==> src/rtl/hed_pkg.sv <==
package hed_pkg;

    localparam int NCLS = 7;

    typedef enum logic [2:0] {
        CLS_TAGPAR = 3'd0,
        CLS_DATAUE = 3'd1,
        CLS_DATACE = 3'd2,
        CLS_DUPTAG = 3'd3,
        CLS_MEMCE  = 3'd4,
        CLS_CANACK = 3'd5,
        CLS_BUSBY  = 3'd6
    } err_cls_e;

    typedef enum logic [1:0] {
        ACK_IDLE = 2'd0,
        ACK_WAIT = 2'd1,
        ACK_MISS = 2'd2
    } ack_st_e;

    localparam logic [1:0] RA_STATUS = 2'd0;
    localparam logic [1:0] RA_CLEAR  = 2'd1;
    localparam logic [1:0] RA_MASK   = 2'd2;
    localparam logic [1:0] RA_CTRL   = 2'd3;

    localparam int FV_BIT = 8;
    localparam int FC_LSB = 9;
    localparam int FL_BIT = 12;

endpackage

==> src/rtl/hed_ack_fsm.sv <==
module hed_ack_fsm
    import hed_pkg::*;
#(
    parameter int ACK_WIN = 4
) (
    input  logic clk,
    input  logic rst_n,
    input  logic ca_issue,
    input  logic ca_ack,
    input  logic bus_err_in,
    input  logic mem_drive,
    output logic nack_evt,
    output logic by_evt,
    output logic bus_err_out
);

    localparam int CW = (ACK_WIN < 2) ? 1 : $clog2(ACK_WIN);
    localparam logic [CW-1:0] LAST = CW'(ACK_WIN - 1);

    ack_st_e       state_q, state_d;
    logic [CW-1:0] cnt_q, cnt_d;
    logic          line_q;

    // state register
    always_ff @(posedge clk or negedge rst_n) begin
        if (!rst_n) begin
            state_q <= ACK_IDLE;
            cnt_q   <= '0;
            line_q  <= 1'b0;
        end else begin
            state_q <= state_d;
            cnt_q   <= cnt_d;
            line_q  <= bus_err_in;
        end
    end

    // next state
    always_comb begin
        state_d = state_q;
        cnt_d   = cnt_q;
        unique case (state_q)
            ACK_IDLE: begin
                if (ca_issue) begin
                    state_d = ACK_WAIT;
                    cnt_d   = '0;
                end
            end
            ACK_WAIT: begin
                if (ca_ack) begin
                    state_d = ACK_IDLE;
                end else if (cnt_q == LAST) begin
                    state_d = ACK_MISS;
                end else begin
                    cnt_d = cnt_q + 1'b1;
                end
            end
            ACK_MISS: state_d = ACK_IDLE;
            default:  state_d = ACK_IDLE;
        endcase
    end

    // outputs
    always_comb begin
        nack_evt    = (state_q == ACK_WAIT) && !ca_ack && (cnt_q == LAST);
        bus_err_out = (state_q == ACK_MISS) || mem_drive;
        by_evt      = bus_err_in && !line_q && !bus_err_out;
    end

endmodule

==> src/rtl/hed_classify.sv <==
module hed_classify
    import hed_pkg::*;
(
    input  logic            err_valid,
    input  logic [2:0]      err_class,
    input  logic            err_local,
    input  logic [1:0]      corr_mask,
    input  logic            edc_en,
    input  logic            crd_en,
    input  logic            nack_evt,
    input  logic            by_evt,
    output logic [NCLS-1:0] set_vec,
    output logic            mchk_req,
    output logic            memce_drive,
    output logic            cap_valid,
    output logic [2:0]      cap_class,
    output logic            cap_local
);

    logic in_ok;
    logic masked;
    logic hard_cls;

    always_comb begin
        in_ok    = err_valid && (err_class <= CLS_MEMCE);
        masked   = ((err_class == CLS_DATACE) && corr_mask[0]) ||
                   ((err_class == CLS_MEMCE)  && corr_mask[1]);
        hard_cls = (err_class == CLS_TAGPAR) || (err_class == CLS_DATAUE) ||
                   ((err_class == CLS_DATACE) && !edc_en);

        for (int i = 0; i < 5; i++) begin
            set_vec[i] = in_ok && (err_class == 3'(i)) && !masked;
        end
        set_vec[CLS_CANACK] = nack_evt;
        set_vec[CLS_BUSBY]  = by_evt;

        mchk_req    = nack_evt || (in_ok && err_local && hard_cls);
        memce_drive = in_ok && (err_class == CLS_MEMCE) && !masked && crd_en;

        cap_valid = |set_vec;
        if (nack_evt) begin
            cap_class = CLS_CANACK;
            cap_local = 1'b1;
        end else if (|set_vec[4:0]) begin
            cap_class = err_class;
            cap_local = err_local;
        end else begin
            cap_class = CLS_BUSBY;
            cap_local = 1'b0;
        end
    end

endmodule

==> src/rtl/hed_status.sv <==
module hed_status
    import hed_pkg::*;
#(
    parameter int DW = 32
) (
    input  logic            clk,
    input  logic            rst_n,
    input  logic [NCLS-1:0] set_vec,
    input  logic            cap_valid,
    input  logic [2:0]      cap_class,
    input  logic            cap_local,
    input  logic            mchk_req,
    input  logic            memce_drive,
    input  logic            reg_wr,
    input  logic [1:0]      reg_addr,
    input  logic [DW-1:0]   reg_wdata,
    output logic [DW-1:0]   reg_rdata,
    output logic            hw_irq,
    output logic            mchk,
    output logic            mem_drive,
    output logic [1:0]      corr_mask,
    output logic            edc_en,
    output logic            crd_en
);

    logic [NCLS-1:0] sticky_q;
    logic [NCLS-1:0] clr_vec;
    logic [NCLS-1:0] irq_vec;
    logic            fv_q, fl_q;
    logic [2:0]      fc_q;
    logic            clr_first;
    logic            fv_live;
    logic [1:0]      ctrl_q;

    always_comb begin
        clr_vec   = '0;
        clr_first = 1'b0;
        if (reg_wr && (reg_addr == RA_CLEAR)) begin
            clr_vec   = reg_wdata[NCLS-1:0];
            clr_first = reg_wdata[FV_BIT];
        end
        fv_live = fv_q && !clr_first;
    end

    always_ff @(posedge clk or negedge rst_n) begin
        if (!rst_n) begin
            sticky_q  <= '0;
            fv_q      <= 1'b0;
            fc_q      <= '0;
            fl_q      <= 1'b0;
            corr_mask <= '0;
            ctrl_q    <= '0;
            mchk      <= 1'b0;
            mem_drive <= 1'b0;
        end else begin
            sticky_q  <= (sticky_q & ~clr_vec) | set_vec;
            mchk      <= mchk_req;
            mem_drive <= memce_drive;
            if (!fv_live && cap_valid) begin
                fv_q <= 1'b1;
                fc_q <= cap_class;
                fl_q <= cap_local;
            end else begin
                fv_q <= fv_live;
            end
            if (reg_wr && (reg_addr == RA_MASK)) corr_mask <= reg_wdata[1:0];
            if (reg_wr && (reg_addr == RA_CTRL)) ctrl_q    <= reg_wdata[1:0];
        end
    end

    assign edc_en = ctrl_q[0];
    assign crd_en = ctrl_q[1];

    always_comb begin
        irq_vec            = sticky_q;
        irq_vec[CLS_MEMCE] = sticky_q[CLS_MEMCE] && crd_en;
        hw_irq             = |irq_vec;
    end

    always_comb begin
        reg_rdata = '0;
        unique case (reg_addr)
            RA_STATUS: begin
                reg_rdata[NCLS-1:0]         = sticky_q;
                reg_rdata[FV_BIT]           = fv_q;
                reg_rdata[FC_LSB+2:FC_LSB]  = fc_q;
                reg_rdata[FL_BIT]           = fl_q;
            end
            RA_CLEAR: reg_rdata = '0;
            RA_MASK:  reg_rdata[1:0] = corr_mask;
            RA_CTRL:  reg_rdata[1:0] = ctrl_q;
            default:  reg_rdata = '0;
        endcase
    end

endmodule

==> src/rtl/hw_err_dispatch.sv <==
module hw_err_dispatch
    import hed_pkg::*;
#(
    parameter int ACK_WIN = 4,
    parameter int DW      = 32
) (
    input  logic          clk,
    input  logic          rst_n,
    input  logic          err_valid,
    input  logic [2:0]    err_class,
    input  logic          err_local,
    input  logic          ca_issue,
    input  logic          ca_ack,
    input  logic          bus_err_in,
    output logic          bus_err_out,
    input  logic          reg_wr,
    input  logic [1:0]    reg_addr,
    input  logic [DW-1:0] reg_wdata,
    output logic [DW-1:0] reg_rdata,
    output logic          hw_irq,
    output logic          mchk
);

    logic            nack_evt, by_evt, mem_drive;
    logic [NCLS-1:0] set_vec;
    logic            mchk_req, memce_drive;
    logic            cap_valid, cap_local;
    logic [2:0]      cap_class;
    logic [1:0]      corr_mask;
    logic            edc_en, crd_en;

    hed_ack_fsm #(.ACK_WIN(ACK_WIN)) u_ack (
        .clk         (clk),
        .rst_n       (rst_n),
        .ca_issue    (ca_issue),
        .ca_ack      (ca_ack),
        .bus_err_in  (bus_err_in),
        .mem_drive   (mem_drive),
        .nack_evt    (nack_evt),
        .by_evt      (by_evt),
        .bus_err_out (bus_err_out)
    );

    hed_classify u_cls (
        .err_valid   (err_valid),
        .err_class   (err_class),
        .err_local   (err_local),
        .corr_mask   (corr_mask),
        .edc_en      (edc_en),
        .crd_en      (crd_en),
        .nack_evt    (nack_evt),
        .by_evt      (by_evt),
        .set_vec     (set_vec),
        .mchk_req    (mchk_req),
        .memce_drive (memce_drive),
        .cap_valid   (cap_valid),
        .cap_class   (cap_class),
        .cap_local   (cap_local)
    );

    hed_status #(.DW(DW)) u_stat (
        .clk         (clk),
        .rst_n       (rst_n),
        .set_vec     (set_vec),
        .cap_valid   (cap_valid),
        .cap_class   (cap_class),
        .cap_local   (cap_local),
        .mchk_req    (mchk_req),
        .memce_drive (memce_drive),
        .reg_wr      (reg_wr),
        .reg_addr    (reg_addr),
        .reg_wdata   (reg_wdata),
        .reg_rdata   (reg_rdata),
        .hw_irq      (hw_irq),
        .mchk        (mchk),
        .mem_drive   (mem_drive),
        .corr_mask   (corr_mask),
        .edc_en      (edc_en),
        .crd_en      (crd_en)
    );

endmodule

==> config.mk <==
export PLATFORM = sky130hd
export DESIGN_NAME = hw_err_dispatch
export DESIGN_NICKNAME = d
export VERILOG_FILES = /design/src/rtl/hed_pkg.sv /design/src/rtl/hed_ack_fsm.sv /design/src/rtl/hed_classify.sv /design/src/rtl/hed_status.sv /design/src/rtl/hw_err_dispatch.sv
export SDC_FILE = /design/constraint.sdc
export NUM_CORES = 1
export LEC_CHECK = 0
export BUFFER_PORTS_ARGS = -buffer_cell sky130_fd_sc_hd__buf_2
export CAP_MARGIN = 25
export CORE_UTILIZATION = 43
export CTS_CLUSTER_SIZE = 28
export DETAILED_ROUTE_END_ITERATION = 7
export GPL_ROUTABILITY_DRIVEN = 1
export PLACE_DENSITY_LB_ADDON = 0.12
export SETUP_SLACK_MARGIN = 0.4
export SLEW_MARGIN = 20
export SYNTH_ARGS = -nofsm -noshare
export SYNTH_HDL_FRONTEND = slang
export SYNTH_SLANG_ARGS = --single-unit
==> constraint.sdc <==
create_clock -name clk -period 1.85 [get_ports clk]
set_input_delay 0.37 -clock clk [delete_from_list [all_inputs] [get_ports clk]]
set_output_delay 0.37 -clock clk [all_outputs]
set_load 0.01 [all_outputs]
* Word level (Yosys, flattened, before mapping)
Cells that the tools add are included.
** Storage, ports and cells
- Register bits :: 23
- Bits of input ports :: 45
- Output and inout bits :: 35
- Logic and storage cells :: 96
** Operators by class
- $add $sub $neg :: 1
- $lt $le $gt $ge :: 1
- Equal/unequal tests :: 14
- Multiplexer cells :: 18
- Bitwise operators :: 3
- Reduce and logical (&&, ||, !) cells :: 48
** Operators with widths (number)
- $logic_and A1 B1 Y1 :: 27
- $reduce_or A7 Y1 :: 2
- $mux W2 :: 6
- $mux W5 :: 2
- $eq A2 B2 Y1 const B :: 4
- $pmux W2 S2 :: 2
- $pmux W2 S4 :: 1
- $and A7 B7 Y7 :: 1
- $logic_not A1 Y1 :: 7
- $mux W7 :: 1
- $not A7 Y7 :: 1
- $or A7 B7 Y7 :: 1
- $eq A3 B2 Y1 const B :: 2
- $mux W3 :: 2
- $ne A2 B2 Y1 const B :: 3
- $logic_or A1 B1 Y1 :: 5
- $reduce_or A5 Y1 :: 1
- $eq A2 B1 Y1 const B :: 2
- $logic_not A2 Y1 :: 2
- $mux W1 :: 4
- $reduce_and A4 Y1 :: 1
- $eq A3 B1 Y1 const B :: 1
- $eq A3 B3 Y1 const B :: 1
- $le A3 B3 Y1 const B :: 1
- other kinds (5) :: 5

* Depth between registers and ports, before layout
Gate-level depths: netlist (run 1).
- Depth in word-level cells :: 8
- Mapped depth :: 6
- Gate-level depth less buffers :: 5

* Cells and area by module
Synthesis (run 1) repeated with hierarchy kept, for this count alone.
** Unflattened totals
- Cell total of the unflattened synthesis :: 140
- Area, all modules :: 1410.1 µm²
** Modules (own cells, without submodules)
- hed_status :: times used 1, cells each 87, area each 968.4 µm², seq. area each 450.4 µm²
- hed_ack_fsm :: times used 1, cells each 24, area each 250.2 µm², seq. area each 125.1 µm²
- hed_classify :: times used 1, cells each 29, area each 191.4 µm², seq. area each 0.0 µm²

* Worst setup path before layout (run 1)
OpenSTA, ideal clock, no wires.
- Kind :: register to register
- Start point :: register u_ack.cnt_q[0]
- End point :: register u_stat.fv_q
- Setup time :: 0.139 ns
- Arrival time :: 1.331 ns
- Required time :: 1.711 ns
- Slack :: 0.381 ns
- Stages on the path, launching flop included :: 5
- Buffers on the path :: 0
- Period minus slack after synthesis :: 1.469 ns
- Path through :: dfrtp_1 -> ha_1 -> nand4bb_1 -> inv_1 -> or4_1
** Between the ends
- Longest elaborated chain between the ends :: 5
** Ends and longest elaborated chain
- start, declared :: RTL line hed_ack_fsm.sv:21 : logic [CW-1:0] cnt_q, cnt_d;
- start signal, assigned :: RTL line hed_ack_fsm.sv:32 : cnt_q <= cnt_d;
- $eq A2 B2 Y1 :: RTL line hed_ack_fsm.sv:64 : nack_evt = (state_q == ACK_WAIT) && !ca_ack && (cnt_q == LAST);
- $logic_and A1 B1 Y1 :: RTL line hed_ack_fsm.sv:64
- $reduce_or A7 Y1 :: RTL line hed_classify.sv:40 : cap_valid = |set_vec;
- $logic_and A1 B1 Y1 :: RTL line hed_status.sv:59 : if (!fv_live && cap_valid) begin
- $mux W1 :: RTL line hed_status.sv:59
- end signal, assigned :: RTL line hed_status.sv:64 : fv_q <= fv_live;
- end, declared :: RTL line hed_status.sv:29 : logic fv_q, fl_q;
No other way between the ends.
A chain may end at the register's enable or synchronous reset.

* Worst setup path in the final report (run 1)
- Start point :: register u_stat.sticky_q[3]
- End point :: output port hw_irq
** Between the ends
- Longest elaborated chain between the ends :: 1
** Ends and longest elaborated chain
- start, declared :: RTL line hed_status.sv:26 : logic [NCLS-1:0] sticky_q;
- start signal, assigned :: RTL line hed_status.sv:56 : sticky_q <= (sticky_q & ~clr_vec) | set_vec;
- $reduce_or A7 Y1 :: RTL line hed_status.sv:77 : hw_irq = |irq_vec;
- end, declared :: RTL line hw_err_dispatch.sv:20 : output logic hw_irq,
No other way between the ends.

==> flow_summary.html, run 1 <==
<table>
<tr><th>Metric</th><th>Value</th></tr>
<tr><th colspan="2">Critical path</th></tr>
<tr><td>Critical Path Fanout Max</td><td>3</td></tr>
<tr><td>Worst-path cell with the longest stage delay</td><td>sky130_fd_sc_hd__dfrtp_1</td></tr>
<tr><td>Required time reported for the critical path endpoint</td><td>~1.5 ns</td></tr>
<tr><td>CP bufs+invs</td><td>1</td></tr>
<tr><td>Maximum cell stage delay along the critical path</td><td>0.43 ns</td></tr>
<tr><td>Crit path max-delay family</td><td>flip-flops</td></tr>
<tr><td>Series of cell instances along the critical path</td><td>nor4_2 -&gt; nand2_1 -&gt; buf_2</td></tr>
<tr><td>Endpoint type of the worst setup path</td><td>output pin</td></tr>
<tr><td>Start-to-end type of the worst setup path</td><td>flop to output pin</td></tr>
<tr><td>Startpoint types</td><td>flop</td></tr>
<tr><td>Worst endpoint data arrival time</td><td>1.22 ns</td></tr>
<tr><th colspan="2">Timing</th></tr>
<tr><td>RSZ-0062 raised after global routing</td><td>true</td></tr>
<tr><td>Clock skew after layout</td><td>roughly 0.0027 ns</td></tr>
<tr><td>Worst Slack Setup Final</td><td>~0.26 ns</td></tr>
<tr><td>Setup-failing EPs final</td><td>0</td></tr>
<tr><td>Final clock period utilization by the worst path</td><td>85.90%</td></tr>
<tr><td>Fin Setup TNS</td><td>0 ns</td></tr>
<tr><td>Slew at the pin closest to its max-slew limit</td><td>between 0.5 and 0.6 ns</td></tr>
<tr><td>Count of pins over their slew limit</td><td>0</td></tr>
<tr><td>Final Hold Violating Endpoints</td><td>0</td></tr>
<tr><td>Max Clock Freq</td><td>around 630 MHz</td></tr>
<tr><td>Rel. slew slack</td><td>around two thirds</td></tr>
<tr><td>Clock period minus final worst setup slack</td><td>roughly 1.6 ns</td></tr>
<tr><th colspan="2">Die</th></tr>
<tr><td>Area of the die</td><td>approximately 3400 sq um</td></tr>
<tr><td>Num ports</td><td>80</td></tr>
<tr><td>Die width</td><td>between 50 and 60 um</td></tr>
<tr><td>Number of standard-cell rows in the floorplan</td><td>19</td></tr>
<tr><td>Starting density of the core</td><td>47.15%</td></tr>
<tr><td>Placeable core region</td><td>approximately 2900 sq um</td></tr>
<tr><td>Vertical die dimension</td><td>approximately 58 um</td></tr>
<tr><th colspan="2">Global routing</th></tr>
<tr><td>GR Layer Usage met1</td><td>between 20% and 30%</td></tr>
<tr><td>Met2 capacity usage during global routing</td><td>31.20%</td></tr>
<tr><td>Via count of the first global-routing pass</td><td>between 1000 and 1500</td></tr>
<tr><td>Overall overflow remaining after global route</td><td>0</td></tr>
<tr><td>Busiest grt layer</td><td>met2</td></tr>
<tr><td>Wire length of the first global-routing pass</td><td>around 4700 um</td></tr>
<tr><td>Global-route total usage across every layer</td><td>around 18%</td></tr>
<tr><td>GRT met3 Usage</td><td>approximately 2.9%</td></tr>
<tr><td>Pin count of the biggest net entering global routing</td><td>24</td></tr>
<tr><td>Initial antenna violation count</td><td>0</td></tr>
<tr><th colspan="2">Clock tree</th></tr>
<tr><td>Cts bufs inserted</td><td>3</td></tr>
<tr><td>H-tree depth</td><td>1</td></tr>
<tr><td>Sinks on Clock Net</td><td>23</td></tr>
<tr><td>Clock Pin Slew Worst Setup and Hold Paths</td><td>approximately 0.12 ns</td></tr>
<tr><td>Maximum clock insertion buffer count</td><td>2</td></tr>
<tr><td>CTS tree</td><td>yes</td></tr>
<tr><td>Worst skew pair latency</td><td>about 0.30 ns</td></tr>
<tr><td>Clock root buffer</td><td>sky130_fd_sc_hd__clkbuf_4</td></tr>
<tr><th colspan="2">Placed design</th></tr>
<tr><td>Post-DP HPWL</td><td>2140 um</td></tr>
<tr><td>Port Buffers</td><td>35</td></tr>
<tr><td>Placement-stage cell area</td><td>between 1000 and 1500 sq um</td></tr>
<tr><td>Placement Setup Slack</td><td>roughly 0.30 ns</td></tr>
<tr><td>GPL Wtd Cong</td><td>between 0.8 and 0.9</td></tr>
<tr><th colspan="2">Power and ir drop</th></tr>
<tr><td>Worst supply voltage drop on vdd</td><td>0.0003986 V</td></tr>
<tr><td>Switching Power</td><td>481.1 uW</td></tr>
<tr><td>Clock network power share</td><td>roughly 15%</td></tr>
<tr><td>Fraction of power consumed by sequential logic</td><td>between 40 and 50%</td></tr>
<tr><td>Leakage dissipation</td><td>a little under 0.0009 uW</td></tr>
<tr><td>Switching Share</td><td>32.18%</td></tr>
<tr><td>Power Internal</td><td>roughly 1000 uW</td></tr>
<tr><td>Areal power density over the cells</td><td>about 850 nW/um^2</td></tr>
<tr><td>Part of the total power dissipated in combinational logic</td><td>around 37%</td></tr>
<tr><th colspan="2">Routing</th></tr>
<tr><td>1st-pass router iterations</td><td>6</td></tr>
<tr><td>Violation count after the first detailed-routing iteration</td><td>30</td></tr>
<tr><td>Remaining DRCs</td><td>4</td></tr>
<tr><td>DR WL/cell</td><td>13.93 um</td></tr>
<tr><td>Vias</td><td>1130</td></tr>
<tr><td>ANT nets after route</td><td>0</td></tr>
<tr><td>Total wirelength of the detailed-routed design</td><td>about 3100 um</td></tr>
<tr><td>Routed vias/inst</td><td>around 5</td></tr>
<tr><th colspan="2">Synthesis</th></tr>
<tr><td>Primary flip-flop cell chosen by synthesis mapping</td><td>sky130_fd_sc_hd__dfrtp_1</td></tr>
<tr><td>Post-Synthesis Cells</td><td>~140</td></tr>
<tr><td>Number of enable flip-flop cells after synthesis</td><td>0</td></tr>
<tr><td>Cell types occupying the most area after synthesis</td><td>sky130_fd_sc_hd__dfrtp_1 43%, sky130_fd_sc_hd__buf_4 11%, sky130_fd_sc_hd__nand2_1 5.0%, sky130_fd_sc_hd__and2_1 4.7%, sky130_fd_sc_hd__o21ai_0 3.7%</td></tr>
<tr><td>Post-synthesis cell type count</td><td>38</td></tr>
<tr><td>Ys Warns</td><td>0</td></tr>
<tr><td>#FFs+latches synth</td><td>23</td></tr>
<tr><td>Area of the mapped netlist</td><td>1345 sq um</td></tr>
<tr><td>Share of the yosys chip area belonging to registers</td><td>between 40% and 50%</td></tr>
<tr><td>Cell taking the most area after synthesis</td><td>sky130_fd_sc_hd__dfrtp_1</td></tr>
<tr><td>Synth async-reset ratio</td><td>100.0%</td></tr>
<tr><td>Syn avg cell area</td><td>between 9 and 10 sq um</td></tr>
<tr><td>Yosys top cell area share</td><td>between 40 and 50%</td></tr>
<tr><th colspan="2">Finish</th></tr>
<tr><td>Share of post-route cells with drive strength above 1</td><td>41.80%</td></tr>
<tr><td>Final-layout fill cell count</td><td>approximately 270</td></tr>
<tr><td>Core occupancy in the finished layout</td><td>roughly 61%</td></tr>
<tr><td>Layout overhead on the synthesized area</td><td>30.14%</td></tr>
<tr><td>Multi-input logic area</td><td>around 720 sq um</td></tr>
<tr><td>Final Cell Area</td><td>~1800 sq um</td></tr>
<tr><td>Storage element area</td><td>about 580 sq um</td></tr>
<tr><td>Antenna cells</td><td>0</td></tr>
<tr><td>Number of nets in the finished design</td><td>between 200 and 250</td></tr>
<tr><th colspan="2">Outcome</th></tr>
<tr><td>Run status</td><td>finished with violations</td></tr>
<tr><td>Violations in the final reports</td><td>DRC</td></tr>
<tr><th colspan="2">Run</th></tr>
<tr><td>Max-cap check violation count</td><td>0</td></tr>
<tr><th colspan="2">Hold path</th></tr>
<tr><td>Class of the worst hold path</td><td>primary input to asynchronous set/reset pin</td></tr>
</table>
Yosys cell counts (2+ instances only):
master	n
sky130_fd_sc_hd__a21o_1	3
sky130_fd_sc_hd__a21oi_1	2
sky130_fd_sc_hd__a22o_1	3
sky130_fd_sc_hd__and2_1	10
sky130_fd_sc_hd__buf_4	20
sky130_fd_sc_hd__buf_6	2
sky130_fd_sc_hd__dfrtp_1	23
sky130_fd_sc_hd__inv_1	2
sky130_fd_sc_hd__mux2_2	4
sky130_fd_sc_hd__mux2i_1	2
sky130_fd_sc_hd__nand2_1	18
sky130_fd_sc_hd__nand2b_1	3
sky130_fd_sc_hd__nand3_1	5
sky130_fd_sc_hd__nand3b_1	3
sky130_fd_sc_hd__nor2_1	2
sky130_fd_sc_hd__nor2b_1	2
sky130_fd_sc_hd__o21ai_0	10
sky130_fd_sc_hd__o22a_1	2
sky130_fd_sc_hd__or2_2	2
layout make-up:
cell class                 instances  area share [%]
inverter                           2          0.4289
clock buffer                       4           1.501
multi-input combinational        108           41.17
sequential                        23           32.95
tap                               31           2.216
timing repair buffer              52           21.73
path summary, 6_finish.rpt:
check / start / to / slack, ns / cells after the start
max in group asynchronous: rst_n / u_ack.state_q[0] / 1.46 / 1
min reg2reg: u_stat.fl_q / u_stat.fl_q / 0.53 / 1
max: u_stat.sticky_q[3] / hw_irq / 0.26 / 3
max reg2reg: u_stat.corr_mask[0] / u_stat.fv_q / 0.44 / 3
min in group clk: bus_err_in / u_ack.line_q / 0.18 / 1
min: rst_n / u_ack.cnt_q[0] / 0.02 / 1
power groups by stage:
stage / clock [uW] / combinational (uW) / sequential (uW)
after global routing: 258 / 605 / 729
final: 226 / 552 / 717
after CTS: 245 / 427 / 721
after detailed placement: 0 / 382 / 726
after global placement: 0 / 366 / 720
after floorplan: 0 / 302 / 698
layout by cell type (no fill, tap or decap), types with 6 or more instances in the layout:
master,count
sky130_fd_sc_hd__o21ai_0,7
sky130_fd_sc_hd__nand2_1,18
sky130_fd_sc_hd__buf_4,12
sky130_fd_sc_hd__dfrtp_1,22
sky130_fd_sc_hd__buf_6,12
sky130_fd_sc_hd__conb_1,20
sky130_fd_sc_hd__buf_2,27
sky130_fd_sc_hd__and2_4,6
metal layers:
metal  part of all wire [%]  up-vias
met5                      0        -
met4                    1.0        0
met3                    4.9        4
met2                     52       38
met1                     42      545
li1                       -      543
registers in the layout, summed over array words and instances, names as in the netlist:
name / cells
u_ack.state_q: 2
u_ack.line_q: 1
u_stat.mchk: 1
u_stat.ctrl_q: 2
u_stat.fl_q: 1
u_stat.fc_q: 3
u_stat.fv_q: 1
u_ack.cnt_q: 2
u_stat.corr_mask: 2
u_stat.mem_drive: 1
u_stat.sticky_q: 7
worst register-to-register path: stages (launching register included):
cell and delay [ns]:
sky130_fd_sc_hd__dfrtp_1 0.41, sky130_fd_sc_hd__nand3b_1 0.15, sky130_fd_sc_hd__and4_4 0.23, sky130_fd_sc_hd__or4_1 0.51
logic make-up (layout without fill, tap and decap cells):
| kind of cell | Yosys count | in the layout | share of synthesized area [%] |
|---|---|---|---|
| simple gates | 54 | 54 | 23.07 |
| compound gates | 27 | 27 | 14.33 |
| buf+inv | 25 | 58 | 13.77 |
| flops | 23 | 23 | 42.79 |
| mux | 6 | 6 | 4.837 |
| fa+ha+maj | 1 | 1 | 0.9301 |
| other cells | 1 | 20 | 0.2788 |
repair_timing:
| action | in CTS | in global routing |
|---|---|---|
| pin swaps | 2 | 8 |
| cloned | 0 | 1 |
| resized for setup | 8 | 32 |
| setup endpoints to repair | 8 | 18 |
| hold buffers | 0 | 0 |
| setup buffers | 4 | 9 |
through the flow:
stage | hold slack (ns) | power (uW) | std cells
2_1_floorplan | 0.07441 | 999.9 | 156
3_3_place_gp | 0.3803 | 1086 | 202
3_5_place_dp | 0.3793 | 1108 | 202
4_1_cts | 0.02620 | 1393 | 210
5_1_grt | 0.04689 | 1592 | 220
6_report | 0.01865 | 1495 | 220
(Power assumes the default switching activity.)
==> inputs of run 2 (changes only) <==
--- a/config.mk
+++ b/config.mk
@@ -5,11 +5,11 @@
 export SDC_FILE = /design/constraint.sdc
 export NUM_CORES = 1
 export LEC_CHECK = 0
-export BUFFER_PORTS_ARGS = -buffer_cell sky130_fd_sc_hd__buf_2
 export CAP_MARGIN = 25
-export CORE_UTILIZATION = 43
+export CORE_UTILIZATION = 45
 export CTS_CLUSTER_SIZE = 28
 export DETAILED_ROUTE_END_ITERATION = 7
+export DONT_BUFFER_PORTS = 1
 export GPL_ROUTABILITY_DRIVEN = 1
 export PLACE_DENSITY_LB_ADDON = 0.12
 export SETUP_SLACK_MARGIN = 0.4
==> run 2 against run 1 <==
Maximum frequency increased by 7.3%. Clock skew rose by 0.0046 ns. Largest cell class unchanged. Design area fell by 17%. The run still ends with DRC left. Die area down 4.3%. Highest routed layer unchanged. Critical path type unchanged.
==> flow_summary.html, run 2 (synthesized netlist as in run 1, its figures left out) <==
<table>
<tr><th>Metric</th><th>Value</th></tr>
<tr><th colspan="2">Die</th></tr>
<tr><td>Die width</td><td>56.67 um</td></tr>
<tr><td>Number of standard-cell rows in the floorplan</td><td>19</td></tr>
<tr><td>Num ports</td><td>80</td></tr>
<tr><td>Area of the die</td><td>approximately 3200 sq um</td></tr>
<tr><td>Starting density of the core</td><td>a little under half</td></tr>
<tr><td>Vertical die dimension</td><td>56.67 um</td></tr>
<tr><td>Placeable core region</td><td>2805 sq um</td></tr>
<tr><th colspan="2">Global routing</th></tr>
<tr><td>Global-route total usage across every layer</td><td>between 15 and 20%</td></tr>
<tr><td>Initial antenna violation count</td><td>0</td></tr>
<tr><td>Via count of the first global-routing pass</td><td>just under 1000</td></tr>
<tr><td>Wire length of the first global-routing pass</td><td>about 4400 um</td></tr>
<tr><td>Overall overflow remaining after global route</td><td>0</td></tr>
<tr><td>Pin count of the biggest net entering global routing</td><td>24</td></tr>
<tr><th colspan="2">Outcome</th></tr>
<tr><td>Violations in the final reports</td><td>DRC</td></tr>
<tr><td>Run status</td><td>finished with violations</td></tr>
<tr><th colspan="2">Finish</th></tr>
<tr><td>Reg with most FFs</td><td>u_stat.sticky_q</td></tr>
<tr><td>Share of post-route cells with drive strength above 1</td><td>between 20% and 30%</td></tr>
<tr><td>Layout overhead on the synthesized area</td><td>8.372%</td></tr>
<tr><td>Number of nets in the finished design</td><td>approximately 200</td></tr>
<tr><td>Top Registers</td><td>u_stat.sticky_q x7, u_stat.fc_q x3</td></tr>
<tr><td>Max FFs per register</td><td>7</td></tr>
<tr><td>Antenna cells</td><td>0</td></tr>
<tr><td>Most frequent cells in the layout</td><td>22 x sky130_fd_sc_hd__dfrtp_1, 20 x sky130_fd_sc_hd__conb_1, 18 x sky130_fd_sc_hd__nand2_1</td></tr>
<tr><td>Most common cell after layout, fill and taps aside</td><td>sky130_fd_sc_hd__dfrtp_1</td></tr>
<tr><th colspan="2">Critical path</th></tr>
<tr><td>Critical Path Fanout Max</td><td>3</td></tr>
<tr><td>Startpoint types</td><td>flop</td></tr>
<tr><td>Startpoint of the worst register-to-register path</td><td>u_stat.corr_mask[0]</td></tr>
<tr><td>Worst setup path endpoint</td><td>hw_irq</td></tr>
<tr><td>Series of cell instances along the critical path</td><td>nor4_1 -&gt; nand2_1</td></tr>
<tr><td>Slack of the worst reg-to-reg path</td><td>0.46 ns</td></tr>
<tr><td>Required time reported for the critical path endpoint</td><td>about 1.5 ns</td></tr>
<tr><td>Worst-path cell with the longest stage delay</td><td>sky130_fd_sc_hd__dfrtp_1</td></tr>
<tr><td>Worst endpoint data arrival time</td><td>approximately 1.1 ns</td></tr>
<tr><td>Start-to-end type of the worst setup path</td><td>flop to output pin</td></tr>
<tr><td>Worst Reg2Reg Path Length in Cells</td><td>3</td></tr>
<tr><td>Launching element of the worst setup path</td><td>u_stat.sticky_q[5]</td></tr>
<tr><td>Endpoint type of the worst setup path</td><td>output pin</td></tr>
<tr><td>Maximum cell stage delay along the critical path</td><td>0.41 ns</td></tr>
<tr><td>End of the worst register-to-register path</td><td>u_stat.fv_q</td></tr>
<tr><th colspan="2">Clock tree</th></tr>
<tr><td>Sinks on Clock Net</td><td>23</td></tr>
<tr><td>Worst skew pair latency</td><td>roughly 0.3 ns</td></tr>
<tr><td>Maximum clock insertion buffer count</td><td>2</td></tr>
<tr><td>Clock root buffer</td><td>sky130_fd_sc_hd__clkbuf_4</td></tr>
<tr><td>Clock Pin Slew Worst Setup and Hold Paths</td><td>~0.13 ns</td></tr>
<tr><td>Cts bufs inserted</td><td>3</td></tr>
<tr><td>H-tree depth</td><td>1</td></tr>
<tr><td>CTS tree</td><td>yes</td></tr>
<tr><th colspan="2">Power and ir drop</th></tr>
<tr><td>Areal power density over the cells</td><td>~930 nW/um^2</td></tr>
<tr><td>Leakage dissipation</td><td>about 0.0007 uW</td></tr>
<tr><td>Post-layout total power</td><td>1363 uW</td></tr>
<tr><td>Worst supply voltage drop on vdd</td><td>about 0.00042 V</td></tr>
<tr><th colspan="2">Routing</th></tr>
<tr><td>1st-pass router iterations</td><td>6</td></tr>
<tr><td>ANT nets after route</td><td>0</td></tr>
<tr><td>Vias</td><td>961</td></tr>
<tr><td>Routed vias/inst</td><td>about 5.3</td></tr>
<tr><td>Violation count after the first detailed-routing iteration</td><td>between 40 and 50</td></tr>
<tr><td>DR WL/cell</td><td>around 15 um</td></tr>
<tr><td>Total wirelength of the detailed-routed design</td><td>between 2000 and 3000 um</td></tr>
<tr><td>Remaining DRCs</td><td>14</td></tr>
<tr><th colspan="2">Timing</th></tr>
<tr><td>RSZ-0062 raised after global routing</td><td>true</td></tr>
<tr><td>Setup-failing EPs final</td><td>0</td></tr>
<tr><td>Final Hold Violating Endpoints</td><td>0</td></tr>
<tr><td>Clock period minus final worst setup slack</td><td>~1.5 ns</td></tr>
<tr><td>Clock skew after layout</td><td>approximately 0.0073 ns</td></tr>
<tr><td>Fin Setup TNS</td><td>0 ns</td></tr>
<tr><td>Rel. slew slack</td><td>between 60% and 70%</td></tr>
<tr><td>Count of pins over their slew limit</td><td>0</td></tr>
<tr><td>Slew at the pin closest to its max-slew limit</td><td>0.5321 ns</td></tr>
<tr><td>Worst Hold Slack</td><td>around 0.027 ns</td></tr>
<tr><td>Final clock period utilization by the worst path</td><td>about four fifths</td></tr>
<tr><td>Max Clock Freq</td><td>between 600 and 700 MHz</td></tr>
<tr><th colspan="2">Hold path</th></tr>
<tr><td>Class of the worst hold path</td><td>primary input to asynchronous set/reset pin</td></tr>
<tr><th colspan="2">Placed design</th></tr>
<tr><td>Post-DP HPWL</td><td>between 1500 and 2000 um</td></tr>
<tr><td>Port Buffers</td><td>0</td></tr>
<tr><td>GPL Wtd Cong</td><td>between 0.7 and 0.8</td></tr>
<tr><th colspan="2">Run</th></tr>
<tr><td>Max-cap check violation count</td><td>0</td></tr>
</table>
==> run 2: changes by cell type in the layout (fill, tap and decap cells not counted), moves of 2 or more <==
cell,previous run,this run
sky130_fd_sc_hd__and2_1,4,10
sky130_fd_sc_hd__and2_4,6,0
sky130_fd_sc_hd__o21ai_2,0,2
sky130_fd_sc_hd__buf_2,27,1
sky130_fd_sc_hd__buf_6,12,0
==> run 2: per-stage QoR <==
step	worst slack (ns)	utilization, %	std cells	cell area (sq um)
finish	0.3693	51.96	181	1458
global route	0.2929	51.96	181	1458
detailed placement	0.2938	46.16	166	1295
CTS	0.3374	50.00	175	1403
floorplan	0.4117	-	156	1419
global placement	0.3005	46.16	166	1295
==> run 2: worst min path at each step <==
stage                             to  slack, ns        from  cells past startpoint
finish              u_ack.state_q[1]       0.03       rst_n                      1
floorplan             u_ack.cnt_q[0]       0.07       rst_n                      0
detailed placement    u_ack.cnt_q[0]       0.07       rst_n                      0
global placement      u_ack.cnt_q[0]       0.07       rst_n                      0
CTS                     u_ack.line_q       0.06  bus_err_in                      0
global route        u_ack.state_q[0]       0.04       rst_n                      1
==> run 2: worst max-delay path: cells and delay by family, from the launching register on <==
kind / cells / cell delay (ns)
AND/OR/NAND/NOR: 2 / 0.40
flip-flops: 1 / 0.41
==> run 2: what timing repair did <==
action,in CTS,in global routing
pin swaps,3,5
endpoints found under the setup margin,9,8
hold endpoints to repair,23,0
setup buffers,4,6
resized for setup,9,6
hold buffers,1,0
==> run 2: per-layer routing <==
metal	up-vias	share of wire (%)	global-route usage, %
li1	469	-	-
met1	462	41	21.57
met2	28	52	30.95
met3	2	6.0	3.687
met4	0	0.75	6.429
met5	-	0	0
==> run 2: report_power, final <==
group	leakage [uW]	internal [uW]	switching [uW]
clock	0.0000150	84.0	148
sequential	0.000277	623	83.0
combinational	0.000390	216	208
==> run 2: area by class of cell <==
class,instances,area [sq um]
timing repair buffer,13,95.09
clock buffer,4,26.28
sequential,23,576.8
multi-input combinational,108,710.7
fill,276,1348
inverter,2,10.01
tap,31,38.79
==> inputs of run 3 (changes only) <==
==> constraint.sdc (replaced) <==
create_clock -name clk -period 1.2 [get_ports clk]
set_input_delay 0.24 -clock clk [delete_from_list [all_inputs] [get_ports clk]]
set_output_delay 0.24 -clock clk [all_outputs]
set_load 0.01 [all_outputs]
==> run 3 against run 2 <==
The run ends with DRC, hold timing, setup timing left. Worst hold slack got worse by 0.15 ns. Highest routed layer unchanged. Count of clock-buffer cells in the layout unchanged. Sequential cell count is the same. First-iteration DRC count rose by 4.8%. Critical path type unchanged. Sequential power increased by 61%. Critical path depth stayed put.
==> flow_summary.html, run 3 (synthesized netlist as in run 1, its figures left out) <==
<table>
<tr><th>Metric</th><th>Value</th></tr>
<tr><th colspan="2">Outcome</th></tr>
<tr><td>Run status</td><td>finished with violations</td></tr>
<tr><td>Violations in the final reports</td><td>DRC, hold timing, setup timing</td></tr>
<tr><th colspan="2">Clock tree</th></tr>
<tr><td>CTS tree</td><td>yes</td></tr>
<tr><td>Maximum clock insertion buffer count</td><td>2</td></tr>
<tr><td>Clock root buffer</td><td>sky130_fd_sc_hd__clkbuf_4</td></tr>
<tr><td>Sinks on Clock Net</td><td>23</td></tr>
<tr><td>Number of hold-repair buffers added at the cts stage</td><td>4</td></tr>
<tr><td>H-tree depth</td><td>1</td></tr>
<tr><td>Clock Pin Slew Worst Setup and Hold Paths</td><td>0.13 ns</td></tr>
<tr><td>Worst skew pair latency</td><td>0.31 ns</td></tr>
<tr><td>Cts bufs inserted</td><td>3</td></tr>
<tr><th colspan="2">Global routing</th></tr>
<tr><td>Initial antenna violation count</td><td>0</td></tr>
<tr><td>Wire length of the first global-routing pass</td><td>5168 um</td></tr>
<tr><td>Overall overflow remaining after global route</td><td>0</td></tr>
<tr><td>Via count of the first global-routing pass</td><td>around 1100</td></tr>
<tr><td>Global-route total usage across every layer</td><td>a little over a fifth</td></tr>
<tr><td>Pin count of the biggest net entering global routing</td><td>24</td></tr>
<tr><th colspan="2">Die</th></tr>
<tr><td>Placeable core region</td><td>about 2800 sq um</td></tr>
<tr><td>Number of standard-cell rows in the floorplan</td><td>19</td></tr>
<tr><td>Num ports</td><td>80</td></tr>
<tr><td>Area of the die</td><td>approximately 3200 sq um</td></tr>
<tr><td>Die width</td><td>roughly 57 um</td></tr>
<tr><td>Vertical die dimension</td><td>56.67 um</td></tr>
<tr><td>Starting density of the core</td><td>a little under half</td></tr>
<tr><th colspan="2">Finish</th></tr>
<tr><td>Top Registers</td><td>u_stat.sticky_q x7, u_stat.fc_q x3</td></tr>
<tr><td>Share of post-route cells with drive strength above 1</td><td>about half</td></tr>
<tr><td>Number of nets in the finished design</td><td>around 220</td></tr>
<tr><td>Max FFs per register</td><td>7</td></tr>
<tr><td>Reg with most FFs</td><td>u_stat.sticky_q</td></tr>
<tr><td>Most frequent cells in the layout</td><td>20 x sky130_fd_sc_hd__conb_1, 20 x sky130_fd_sc_hd__dfrtp_1, 16 x sky130_fd_sc_hd__buf_4</td></tr>
<tr><td>Core occupancy in the finished layout</td><td>~66%</td></tr>
<tr><td>Layout overhead on the synthesized area</td><td>37.40%</td></tr>
<tr><td>Antenna cells</td><td>0</td></tr>
<tr><td>Final-layout fill cell count</td><td>between 200 and 250</td></tr>
<tr><td>Post-layout instance count excluding filler cells</td><td>approximately 200</td></tr>
<tr><th colspan="2">Timing</th></tr>
<tr><td>Clock period minus final worst setup slack</td><td>between 1 and 1.5 ns</td></tr>
<tr><td>Worst Hold Slack</td><td>-0.1223 ns</td></tr>
<tr><td>Final Hold Violating Endpoints</td><td>23</td></tr>
<tr><td>Fin Setup TNS</td><td>-1.678 ns</td></tr>
<tr><td>Worst Slack Setup Final</td><td>-0.2267 ns</td></tr>
<tr><td>Count of pins over their slew limit</td><td>0</td></tr>
<tr><td>Max Clock Freq</td><td>around 700 MHz</td></tr>
<tr><td>Final clock period utilization by the worst path</td><td>118.9%</td></tr>
<tr><td>RSZ-0062 raised after global routing</td><td>true</td></tr>
<tr><td>Setup-failing EPs final</td><td>14</td></tr>
<tr><td>Clock skew after layout</td><td>approximately 0.010 ns</td></tr>
<tr><td>Slew at the pin closest to its max-slew limit</td><td>0.5199 ns</td></tr>
<tr><td>Rel. slew slack</td><td>65.34%</td></tr>
<tr><th colspan="2">Critical path</th></tr>
<tr><td>Startpoint types</td><td>flop</td></tr>
<tr><td>Critical Path Fanout Max</td><td>2</td></tr>
<tr><td>Maximum cell stage delay along the critical path</td><td>between 0.4 and 0.5 ns</td></tr>
<tr><td>Endpoint type of the worst setup path</td><td>output pin</td></tr>
<tr><td>Worst endpoint data arrival time</td><td>~1.2 ns</td></tr>
<tr><td>Series of cell instances along the critical path</td><td>nor4_4 -&gt; nand2_2</td></tr>
<tr><td>Required time reported for the critical path endpoint</td><td>between 0.9 and 1 ns</td></tr>
<tr><td>Startpoint of the worst register-to-register path</td><td>u_ack.cnt_q[0]</td></tr>
<tr><td>End of the worst register-to-register path</td><td>u_stat.fv_q</td></tr>
<tr><td>Slack of the worst reg-to-reg path</td><td>-0.17 ns</td></tr>
<tr><td>Worst-path cell with the longest stage delay</td><td>sky130_fd_sc_hd__dfrtp_2</td></tr>
<tr><td>Start-to-end type of the worst setup path</td><td>flop to output pin</td></tr>
<tr><td>Worst Reg2Reg Path Length in Cells</td><td>4</td></tr>
<tr><th colspan="2">Power and ir drop</th></tr>
<tr><td>Leakage dissipation</td><td>0.0008543 uW</td></tr>
<tr><td>Areal power density over the cells</td><td>between 1000 and 1500 nW/um^2</td></tr>
<tr><td>Worst supply voltage drop on vdd</td><td>0.0005962 V</td></tr>
<tr><td>Post-layout total power</td><td>around 2700 uW</td></tr>
<tr><th colspan="2">Routing</th></tr>
<tr><td>DR WL/cell</td><td>around 16 um</td></tr>
<tr><td>ANT nets after route</td><td>0</td></tr>
<tr><td>1st-pass router iterations</td><td>6</td></tr>
<tr><td>Routed vias/inst</td><td>5.276</td></tr>
<tr><td>Total wirelength of the detailed-routed design</td><td>approximately 3200 um</td></tr>
<tr><td>Remaining DRCs</td><td>6</td></tr>
<tr><td>Vias</td><td>1071</td></tr>
<tr><td>Violation count after the first detailed-routing iteration</td><td>44</td></tr>
<tr><th colspan="2">Placed design</th></tr>
<tr><td>GPL Wtd Cong</td><td>0.7862</td></tr>
<tr><td>Cell count after placement</td><td>between 150 and 200</td></tr>
<tr><td>Port Buffers</td><td>0</td></tr>
<tr><td>Post-DP HPWL</td><td>2208 um</td></tr>
<tr><th colspan="2">Hold path</th></tr>
<tr><td>Class of the worst hold path</td><td>primary input to asynchronous set/reset pin</td></tr>
<tr><th colspan="2">Run</th></tr>
<tr><td>Max-cap check violation count</td><td>0</td></tr>
</table>
run 3: cell count changes in the layout (fill, tap and decap cells not counted), sizes merged:
cell,before,now
dlygate4sd3,0,3
buf,13,32
run 3: worst max-delay path: cells and delay by family, from the launching register on:
kind | cells | cell delay, ns
flops | 1 | 0.45
simple gates | 2 | 0.42
run 3: layout make-up:
class / instances / area [sq um] / area share (%)
tap: 31 / 38.79 / 2.099
timing repair buffer: 35 / 324.1 / 17.54
sequential: 23 / 579.3 / 31.35
multi-input combinational: 108 / 869.6 / 47.05
inverter: 2 / 10.01 / 0.5416
clock buffer: 4 / 26.28 / 1.422
run 3: report_power, final:
| part | internal (uW) | switching (uW) |
|---|---|---|
| combinational | 716 | 459 |
| sequential | 964 | 176 |
| clock | 130 | 236 |
run 3: worst max-delay path by stage:
stage	from	to	slack (ns)	cells past startpoint
final	u_stat.sticky_q[5]	hw_irq	-0.23	2
after global routing	u_stat.sticky_q[5]	hw_irq	-0.29	2
after CTS	u_stat.sticky_q[0]	hw_irq	-0.26	2
after detailed placement	u_ack.cnt_q[1]	u_stat.fv_q	-0.16	4
after global placement	u_ack.cnt_q[1]	u_stat.fv_q	-0.14	4
after floorplan	u_ack.cnt_q[1]	u_stat.fv_q	-0.17	4
run 3: stage by stage:
step                worst slack [ns]  instance area (sq um)
floorplan                    -0.1693                   1519
global placement             -0.1418                   1470
detailed placement           -0.1606                   1470
CTS                          -0.2609                   1692
global route                 -0.2917                   1848
finish                       -0.2267                   1848
run 3: what timing repair did:
item                       CTS  global route
setup endpoints to repair   33            34
gates cloned                 0             0
pin swaps                   11            11
hold endpoints to repair    26            23
buffers inserted            11             6
gates resized for setup     20            24
run 3: routing by layer:
layer  GRT usage (%)  up-vias  routed length, um
li1                -      511                  -
met1           29.33      521               1439
met2           34.52       35               1619
met3           3.226        4                158
met4           6.429        0                 27
met5               0        -                  0
